[src/rtl/gpio_irq_pkg.sv]
package gpio_irq_pkg;
   localparam int unsigned BUS_W  = 32;
   localparam int unsigned WORD_W = 3;

   // Word index of each register on the port (byte offset / 4).
   typedef enum logic [WORD_W-1:0] {
      RG_VALUE   = 3'd0,
      RG_DIR     = 3'd1,
      RG_ENABLE  = 3'd2,
      RG_STATUS  = 3'd3,
      RG_PENDING = 3'd4,
      RG_CLEAR   = 3'd5,
      RG_MODE    = 3'd6,
      RG_POL     = 3'd7
   } gpio_reg_e;
endpackage

[src/rtl/gpio_sync.sv]
module gpio_sync #(
   parameter int unsigned W      = 32,
   parameter int unsigned STAGES = 2
) (
   input  logic         clk,
   input  logic         rst_n,
   input  logic [W-1:0] d_in,
   output logic [W-1:0] d_out
);
   if (STAGES > 4) begin : g_bad_depth
      $error("gpio_sync: STAGES must be 0..4");
   end

   if (STAGES == 0) begin : g_bypass
      assign d_out = d_in;
   end else begin : g_chain
      logic [W-1:0] stage_q [STAGES];
      for (genvar s = 0; s < STAGES; s++) begin : g_stage
         always_ff @(posedge clk or negedge rst_n) begin
            if (!rst_n) stage_q[s] <= '0;
            else if (s == 0) stage_q[s] <= d_in;
            else stage_q[s] <= stage_q[(s == 0) ? 0 : s-1];
         end
      end
      assign d_out = stage_q[STAGES-1];
   end
endmodule

[src/rtl/gpio_trig.sv]
module gpio_trig #(
   parameter int unsigned W = 32
) (
   input  logic         clk,
   input  logic         rst_n,
   input  logic [W-1:0] lvl,
   input  logic [W-1:0] mode,
   input  logic [W-1:0] pol,
   input  logic [W-1:0] clr,
   output logic [W-1:0] status
);
   logic [W-1:0] prev_q;
   logic [W-1:0] rise, fall;
   logic [W-1:0] edge_hit, level_hit;

   always_ff @(posedge clk or negedge rst_n) begin
      if (!rst_n) prev_q <= '0;
      else prev_q <= lvl;
   end

   assign rise      = lvl & ~prev_q;
   assign fall      = ~lvl & prev_q;
   assign edge_hit  = mode & ((pol & fall) | (~pol & rise));
   assign level_hit = ~mode & ((pol & lvl) | (~pol & ~lvl));

   // Level set loses to a clear; edge set beats it.
   always_ff @(posedge clk or negedge rst_n) begin
      if (!rst_n) status <= '0;
      else status <= edge_hit | ((level_hit | status) & ~clr);
   end

   p_level_clear_r4: assert property (@(posedge clk) disable iff (!rst_n)
      1'b1 |=> ((status & $past(clr & ~mode)) == '0));

   p_edge_hold_r5: assert property (@(posedge clk) disable iff (!rst_n)
      1'b1 |=> ((($past(status) & $past(mode) & ~$past(clr)) & ~status) == '0));

   p_edge_wins_r5: assert property (@(posedge clk) disable iff (!rst_n)
      1'b1 |=> (($past(edge_hit) & ~status) == '0));

   p_edge_cause_r5: assert property (@(posedge clk) disable iff (!rst_n)
      ((edge_hit & pol) != '0) |-> ((prev_q & ~lvl) != '0));
endmodule

[src/rtl/gpio_irq_ctrl.sv]
module gpio_irq_ctrl
   import gpio_irq_pkg::*;
#(
   parameter int unsigned NPINS       = 32,
   parameter int unsigned SYNC_STAGES = 2
) (
   input  logic              clk,
   input  logic              rst_n,
   input  logic              bus_wr,
   input  logic [WORD_W-1:0] bus_word,
   input  logic [BUS_W-1:0]  bus_wdata,
   output logic [BUS_W-1:0]  bus_rdata,
   input  logic [NPINS-1:0]  pin_in,
   output logic [NPINS-1:0]  pin_out,
   output logic [NPINS-1:0]  pin_oe,
   output logic              irq
);
   if (NPINS < 1 || NPINS > BUS_W) begin : g_bad_pins
      $error("gpio_irq_ctrl: NPINS must be 1..32");
   end

   localparam int unsigned PW = NPINS;

   logic [PW-1:0] out_q, dir_q, ien_q, mode_q, pol_q;
   logic [PW-1:0] sync_lvl, status, pending, clr_vec, wbits;
   gpio_reg_e     wsel;

   assign wsel  = gpio_reg_e'(bus_word);
   assign wbits = bus_wdata[PW-1:0];

   always_ff @(posedge clk or negedge rst_n) begin
      if (!rst_n) begin
         out_q  <= '0;
         dir_q  <= '1;
         ien_q  <= '0;
         mode_q <= '0;
         pol_q  <= '0;
      end else if (bus_wr) begin
         case (wsel)
            RG_VALUE:  out_q  <= wbits;
            RG_DIR:    dir_q  <= wbits;
            RG_ENABLE: ien_q  <= wbits;
            RG_MODE:   mode_q <= wbits;
            RG_POL:    pol_q  <= wbits;
            default: ;
         endcase
      end
   end

   assign clr_vec = (bus_wr && wsel == RG_CLEAR) ? wbits : '0;

   gpio_sync #(.W(PW), .STAGES(SYNC_STAGES)) u_sync (
      .clk  (clk),
      .rst_n(rst_n),
      .d_in (pin_in),
      .d_out(sync_lvl)
   );

   gpio_trig #(.W(PW)) u_trig (
      .clk   (clk),
      .rst_n (rst_n),
      .lvl   (sync_lvl),
      .mode  (mode_q),
      .pol   (pol_q),
      .clr   (clr_vec),
      .status(status)
   );

   assign pending = status & ien_q;
   assign irq     = |pending;
   assign pin_out = out_q;
   assign pin_oe  = ~dir_q;

   always_comb begin
      bus_rdata = '0;
      case (wsel)
         RG_VALUE:   bus_rdata[PW-1:0] = (dir_q & sync_lvl) | (~dir_q & out_q);
         RG_DIR:     bus_rdata[PW-1:0] = dir_q;
         RG_ENABLE:  bus_rdata[PW-1:0] = ien_q;
         RG_STATUS:  bus_rdata[PW-1:0] = status;
         RG_PENDING: bus_rdata[PW-1:0] = pending;
         RG_MODE:    bus_rdata[PW-1:0] = mode_q;
         RG_POL:     bus_rdata[PW-1:0] = pol_q;
         default:    bus_rdata = '0;
      endcase
   end

   p_irq_needs_enable_r9: assert property (@(posedge clk) disable iff (!rst_n)
      irq |-> (ien_q != '0));

   p_oe_follows_dir_r2: assert property (@(posedge clk) disable iff (!rst_n)
      (bus_wr && wsel == RG_DIR) |=> (pin_oe == ~$past(bus_wdata[PW-1:0])));

   p_enable_write_r8: assert property (@(posedge clk) disable iff (!rst_n)
      (bus_wr && wsel == RG_ENABLE) |=> ((pending & ~$past(bus_wdata[PW-1:0])) == '0));
endmodule

[config.mk]
export PLATFORM = sky130hd
export DESIGN_NAME = gpio_irq_ctrl
export DESIGN_NICKNAME = d
export VERILOG_FILES = /design/src/rtl/gpio_irq_pkg.sv /design/src/rtl/gpio_sync.sv /design/src/rtl/gpio_trig.sv /design/src/rtl/gpio_irq_ctrl.sv
export SDC_FILE = /design/constraint.sdc
export NUM_CORES = 1
export LEC_CHECK = 0
export BUFFER_PORTS_ARGS = -buffer_cell sky130_fd_sc_hd__buf_2
export CORE_MARGIN = 2
export CORE_UTILIZATION = 50
export DETAILED_ROUTE_END_ITERATION = 10
export PLACE_DENSITY = 0.81
export SYNTH_ARGS = -nofsm -noshare
export SYNTH_HDL_FRONTEND = slang
export SYNTH_SLANG_ARGS = --single-unit
[constraint.sdc]
create_clock -name clk -period 2.2 [get_ports clk]
set_input_delay 0.33 -clock clk [delete_from_list [all_inputs] [get_ports clk]]
set_output_delay 0.33 -clock clk [all_outputs]
set_load 0.01 [all_outputs]
==> results of run 1 <==
==> worst paths after layout <==
kind / end / slack (ns) / depth (start not counted)
max: irq / -0.43 / 5
min: dir_q[27] / 0.04 / 3
max reg2reg: u_trig.status[8] / 0.88 / 4
min reg2reg: u_sync.d_out[20] / 0.35 / 0
max in group asynchronous: u_trig.status[4] / 1.11 / 3
min in group asynchronous: u_sync.g_chain.stage_q[55] / 0.31 / 2
==> power by group through the flow <==
stage          Clock [mW]  Combinational, mW  Sequential [mW]
2_1_floorplan           0               1.73             6.92
5_1_grt              5.62               3.66             7.13
3_5_place_dp            0               2.82             7.10
4_1_cts              5.38               3.17             7.00
6_report             5.31               3.37             7.01
3_3_place_gp            0               2.72             7.03
==> metrics by stage <==
step	utilization, %	hold slack (ns)	area, um2
2_1_floorplan	-	0.0344	13100
3_3_place_gp	56.8	0.305	14700
3_5_place_dp	56.8	0.309	14700
4_1_cts	63.5	0.0348	16400
5_1_grt	64.3	0.0619	16700
6_report	64.3	0.0418	16700
==> per-layer routing <==
layer / global-route usage [%] / vias up / share of wire [%]
li1: - / 4718 / -
met1: 33.4 / 5301 / 40
met2: 42.9 / 421 / 50
met3: 4.91 / 95 / 7.0
met4: 10.5 / 0 / 3.3
met5: 0 / - / 0
==> state kept, by name, indices dropped and copies added (netlist names) <==
register	flops
dir_q	32
ien_q	32
mode_q	32
u_trig.status	32
pol_q	32
u_sync.g_chain.stage_q	32
u_trig.prev_q	32
u_sync.d_out	32
pin_out	32
==> timing repair <==
action / CTS / global route
pin swaps: 18 / 20
gates resized for setup: 50 / 27
hold buffers: 33 / 0
setup endpoints to repair: 25 / 31
setup buffers: 23 / 17
hold endpoints to repair: 80 / 0
==> placed cells by master (no fill, tap or decap), drive strengths merged, types with 18 or more instances in the layout <==
master | netlist | final
buf | 43 | 258
dfrtp | 256 | 256
mux2 | 144 | 144
nand2 | 134 | 134
o21ai | 93 | 93
nor2 | 51 | 51
inv | 50 | 51
clkbuf | 10 | 40
dlygate4sd3 | 0 | 33
nor3 | 33 | 33
dfstp | 32 | 32
a21oi | 28 | 28
mux2i | 24 | 24
a22oi | 24 | 24
nand3 | 18 | 18
a211oi | 18 | 18
==> area by class of cell <==
cell class	instances	area share (%)
antenna	3	0.0450
clock buffer	40	5.16
clock inverter	16	1.15
inverter	50	1.13
multi-input combinational	740	34.0
sequential	288	43.5
tap	335	2.51
timing repair buffer	291	12.5
==> logic make-up (layout without fill, tap and decap cells) <==
group | count (synthesis) | after routing | share of synthesized area, %
and+or+nand+nor | 329 | 329 | 13.3
DFF | 288 | 288 | 55.2
AOI/OAI and AO/OA | 229 | 229 | 11.4
muxes | 181 | 181 | 16.4
buffers and inverters | 103 | 397 | 3.61
xor gates and xnor gates | 1 | 1 | 0.0667
other | 0 | 3 | 0
==> worst register-to-register path, stage by stage (launching register included) <==
cell      delay [ns]
dfrtp_1         0.41
buf_4           0.17
and4b_1         0.19
a211oi_1        0.32
nand2_1         0.11
==> cells in the mapped netlist (2+ instances only) <==
library cell,instances
nand3_1,18
nand4_1,5
inv_1,50
a211oi_1,18
nor4bb_1,14
mux2_2,143
buf_2,31
o221ai_1,13
a21oi_1,28
nor2b_1,14
a22oi_1,24
buf_1,2
nor4b_1,17
o211ai_1,5
clkbuf_1,10
mux2i_1,24
o21ai_1,2
nor2_1,51
dfstp_2,32
and4b_1,15
a311o_1,13
a31oi_1,5
buf_4,7
nand4b_1,17
or3_1,2
a22o_1,3
a32oi_1,5
nor3_1,32
nand2_1,134
buf_6,3
mux4_2,13
o21ai_0,91
a221oi_1,3
a41oi_1,17
and2_1,2
dfrtp_1,256
==> metrics.md, run 1 <==
| Metric | Value |
|---|---|
| Status | finished, violations left |
| Failing checks | setup timing |
| GPL Wtd Cong | between 0.8 and 0.9 |
| Final Hold Fails | 0 |
| Crit path buffers/inverters | 1 |
| Fin nets | 1471 |
| Vias in the first global route | 10761 |
| Largest net degree at the start of global routing | 63 |
| Worst Setup Slack, final | -0.427 ns |
| DR WL/cell | between 20 and 25 um |
| Die width | about 170 um |
| Setup Total Neg Slack | -2.75 ns |
| Synth area leader | dfrtp_1 |
| Reg power frac | between 40 and 50% |
| Critical path cell sequence | a22o_1 > a221oi_2 > nand4_1 > or4_4 > buf_6 |
| Iter 0 DRT Violations | 894 |
| IO buf count | ~170 |
| Synth warn | 0 |
| Logic pwr share | 21.5% |
| Die area | about 28000 um2 |
| Post-synth top area share | 48.8% |
| CP arrival | 2.30 ns |
| RSZ-0062 raised after global routing | yes |
| Worst slew pin tran | about 0.5 ns |
| Row Count | 59 |
| Final WL | approximately 36000 um |
| Post-synthesis cell type count | 48 |
| Final setup viols | 16 |
| DR vias/cell | ~6.0 |
| Area contributors post-synth | dfrtp_1 49%, mux2_2 12%, dfstp_2 6.4% |
| Worst setup path startpoint | ien_q[14] |
| Global-route wire length before repair | between 50000 and 60000 um |
| H-tree depth | 1 |
| Post-Syn Instances | roughly 1100 |
| Sw frac | between 20% and 30% |
| Crit path capture type | output port |
| Crit Path Category | reg -> out |
| Final Skew | ~0.011 ns |
| Post-DP HPWL | 23300 um |
| GRT overflow | 0 |
| CTS buffer count | 30 |
| Slowest CP cell | or4_4 |
| Crit path max fanout | 2 |
| Clock share of power | 33.8% |
| Switching pwr | 4.53 mW |
| Layout area overhead | 27.0% |
| Clk_lat worst skew | around 0.55 ns |
| Syn nets | 1201 |
| Vias | roughly 11000 |
| CTS tree | built |
| Cell-internal power | around 11 mW |
| Post-synth top flop | dfrtp_1 |
| R2r startpoint | pol_q[8] |
| Worst rel slew slack | 66.4% |
| # IOs | 167 |
| Register area share after synthesis | a little under three fifths |
| Final max-slew violation count | 0 |
| Dpl ws | -0.125 ns |
| Overall power | 15.7 mW |
| DRC viols | 0 |
| Initial Utilization | approximately half |
| Hold path start | bus_wdata[27] |
| Fill cells | about 1900 |
| Crit path launch type | flip-flop |
| Post-synth EDFFs | 0 |
| Max Clk Rate | 381 MHz |
| Non-Filler Instances | between 1500 and 2000 |
| Type of the worst min-delay path | in -> reg |
| CP peak stage delay | between 0.5 and 0.6 ns |
| Number of synthesized register bits | approximately 290 |
| DR pass1 iterations | 5 |
| Delay-heaviest family, CP | simple AND/OR/NAND/NOR gates |
| Clock slew at reported path FFs | ~0.06 ns |
| Peak supply drop | 644 uV |
| Layout cell share with drive strength beyond 1 | between 30% and 40% |
| Sequential Area | just over 7000 um2 |
| Period minus WS final | roughly 2.6 ns |
| # clock sinks | 288 |
| Asr flop ratio synth | 100% |
| Multi-input gate area | ~5700 um2 |
| Fin crit share | 119% |
| Avg Inst Size Synth | ~12 um2 |
| Area of the core | 25900 um2 |
| Power Density | 941 nW/um2 |
| Number of antenna violations at the first check in global routing | 3 |
| Static leakage | 7.16 nW |
| CTS max path bufs | 3 |
| Post-Place Cells | ~1600 |
| Total track usage | about a quarter |
| WP data required | 1.87 ns |
| Post-DRT Antenna Nets | 0 |
| Root Driver | clkbuf_16 |
| Max_cap viols | 0 |
| Synth Cell Area | roughly 13000 um2 |
| Die Ht | ~170 um |
Power figures use the tool's default switching activity.
==> run 2: changes to the inputs <==
==> constraint.sdc (replaced) <==
create_clock -name clk -period 2.2 [get_ports clk]
set_input_delay 0.22 -clock clk [delete_from_list [all_inputs] [get_ports clk]]
set_output_delay 0.22 -clock clk [all_outputs]
set_load 0.01 [all_outputs]
==> run 2 against run 1 <==
  * Clock power grew 5.6%
  * Count of clock-buffer cells in the layout rose by 5
  * The flow still finishes with violations (setup timing)
  * Sequential power up 1%
  * Register-to-register slack improved by 0.05 ns
  * Total power up 0.49%
  * Sequential share of layout area grew 0.35 points
  * Via count is 0.47% higher
  * Wire length decreased by 0.65%
  * First-iteration DRC count fell by 1.9%
  * Cell count fell by 0.51%
  * Flip-flop and latch count unchanged
  * Critical endpoint unchanged
  * Utilization is 0.51 points lower
==> metrics.md, run 2 (synthesized netlist as in run 1, its figures left out) <==
| Metric | Value |
|---|---|
| Sw frac | approximately 28% |
| Failing checks | setup timing |
| Dpl ws | approximately 0.022 ns |
| Final Hold Fails | 0 |
| Most frequent cells in the layout | 252 x dfrtp_1, 162 x buf_2, 134 x nand2_1 |
| Post-DP HPWL | roughly 23000 um |
| Met3 WL | 2580 um |
| Initial Utilization | 50.7% |
| IO buf count | about 170 |
| Reg power frac | ~45% |
| Row Count | 59 |
| Final WL | around 36000 um |
| DR vias/cell | 6.03 |
| Peak supply drop | 606 uV |
| FF-to-FF setup slack | about 0.93 ns |
| Die width | about 170 um |
| Reg2Reg Depth | 4 |
| Clock slew at reported path FFs | approximately 0.06 ns |
| Max Clk Rate | 400 MHz |
| Metal-1 WL | roughly 14000 um |
| H-tree depth | 1 |
| Met2 wire len | 17400 um |
| Worst setup path startpoint | ien_q[14] |
| Fin nets | approximately 1500 |
| Crit path capture type | output port |
| Fin crit share | 114% |
| Period minus WS final | between 2 and 2.5 ns |
| # IOs | between 150 and 200 |
| Root Driver | clkbuf_16 |
| Final setup viols | 14 |
| GPL Wtd Cong | ~0.84 |
| GRT overflow | 0 |
| Clock share of power | 35.6% |
| Crit path max fanout | 4 |
| Vias | 10584 |
| Cell-internal power | around 11 mW |
| Final max-slew violation count | 0 |
| DR WL/cell | 20.4 um |
| CP peak stage delay | around 0.58 ns |
| Post-DRT Antenna Nets | 0 |
| Most common cell after layout, fill and taps aside | dfrtp_1 |
| CTS max path bufs | 3 |
| Vias in the first global route | between 10000 and 15000 |
| Non-Filler Instances | approximately 1800 |
| Logic pwr share | roughly 20% |
| Layout cell share with drive strength beyond 1 | 34.4% |
| Power Density | around 950 nW/um2 |
| R2r startpoint | pol_q[8] |
| Number of antenna violations at the first check in global routing | 3 |
| Type of the worst min-delay path | in -> async |
| Max Used Layer | met5 |
| Worst slew pin tran | 0.635 ns |
| Worst Setup Slack, final | -0.298 ns |
| Layout area overhead | 26.0% |
| Crit Path Category | reg -> out |
| Critical path cell sequence | a22o_1 > a221oi_2 > nand4_1 > or4_4 > buf_6 |
| Slowest CP cell | or4_4 |
| Crit path launch type | flip-flop |
| CP arrival | 2.28 ns |
| Die Ht | between 150 and 200 um |
| Worst rel slew slack | ~58% |
| DRC viols | 0 |
| Die area | approximately 28000 um2 |
| CTS buffer count | 31 |
| WP data required | between 1.5 and 2 ns |
| Largest net degree at the start of global routing | 68 |
| # clock sinks | ~290 |
| Reg-to-Reg End | u_trig.status[8] |
| Switching pwr | 4.46 mW |
| Post-Place Cells | around 1600 |
| RSZ-0062 raised after global routing | yes |
| DR pass1 iterations | 6 |
| Static leakage | a little over 7 nW |
| Global-route wire length before repair | 57500 um |
| Iter 0 DRT Violations | around 880 |
| Setup Total Neg Slack | -1.32 ns |
| Overall power | 15.8 mW |
| Max_cap viols | 0 |
| Crit path to | irq |
| Status | finished, violations left |
| Final Skew | just over 0.007 ns |
| Area of the core | between 20000 and 30000 um2 |
| Total track usage | between 20% and 30% |
| Clk_lat worst skew | between 0.5 and 0.6 ns |
| CTS tree | built |
[run 2: worst min path at each step]
| stage | to | start | cells past startpoint |
|---|---|---|---|
| floorplan | ien_q[0] | rst_n | 0 |
| finish | u_sync.g_chain.stage_q[55] | rst_n | 2 |
| global placement | pin_out[24] | rst_n | 1 |
| detailed placement | u_sync.g_chain.stage_q[55] | rst_n | 1 |
| global route | u_sync.g_chain.stage_q[55] | rst_n | 2 |
| CTS | pin_out[24] | rst_n | 2 |
[run 2: final cells by class]
type,count,area (um2)
Fill cell,1906,9370
Sequential cell,288,7250
Multi-Input combinational cell,740,5580
Timing Repair Buffer,284,1990
Clock buffer,45,898
Tap cell,335,419
Clock inverter,11,209
Inverter,50,188
Antenna cell,1,2.50
[run 2: layer usage]
metal  GRT usage (%)  vias to the layer above
met3            4.67                      131
met1            33.8                     5287
met2            42.7                      453
met5               0                        -
li1                -                     4709
met4            10.5                        4
[run 2: what timing repair did]
item / in CTS / in global routing
hold buffers: 65 / 0
setup buffers: 9 / 5
hold endpoints to repair: 207 / 0
cloned: 0 / 0
endpoints found under the setup margin: 14 / 18
gates resized for setup: 42 / 10
pin swaps: 6 / 5
[run 2: critical path: cells and delay by family, from the launching register on]
| family | cells | cell delay, ns |
|---|---|---|
| AOI/OAI and AO/OA | 2 | 0.43 |
| buffers and inverters | 1 | 0.14 |
| DFF | 1 | 0.40 |
| and+or+nand+nor | 2 | 0.75 |
[run 2: metrics by stage]
stage / cell area [um2] / hold slack (ns) / util, %
floorplan: 13100 / -0.0756 / -
global placement: 14500 / 0.222 / 56.0
detailed placement: 14500 / 0.228 / 56.0
CTS: 16500 / 0.246 / 63.5
global route: 16500 / 0.285 / 63.8
finish: 16500 / 0.242 / 63.8
[run 2: power groups by stage]
stage          clock network (mW)  logic, mW  registers (mW)
3_3_place_gp                    0       2.68            7.04
5_1_grt                      5.88       3.34            7.20
4_1_cts                      5.67       3.01            7.03
3_5_place_dp                    0       2.76            7.11
6_report                     5.61       3.07            7.08
2_1_floorplan                   0       1.73            6.92
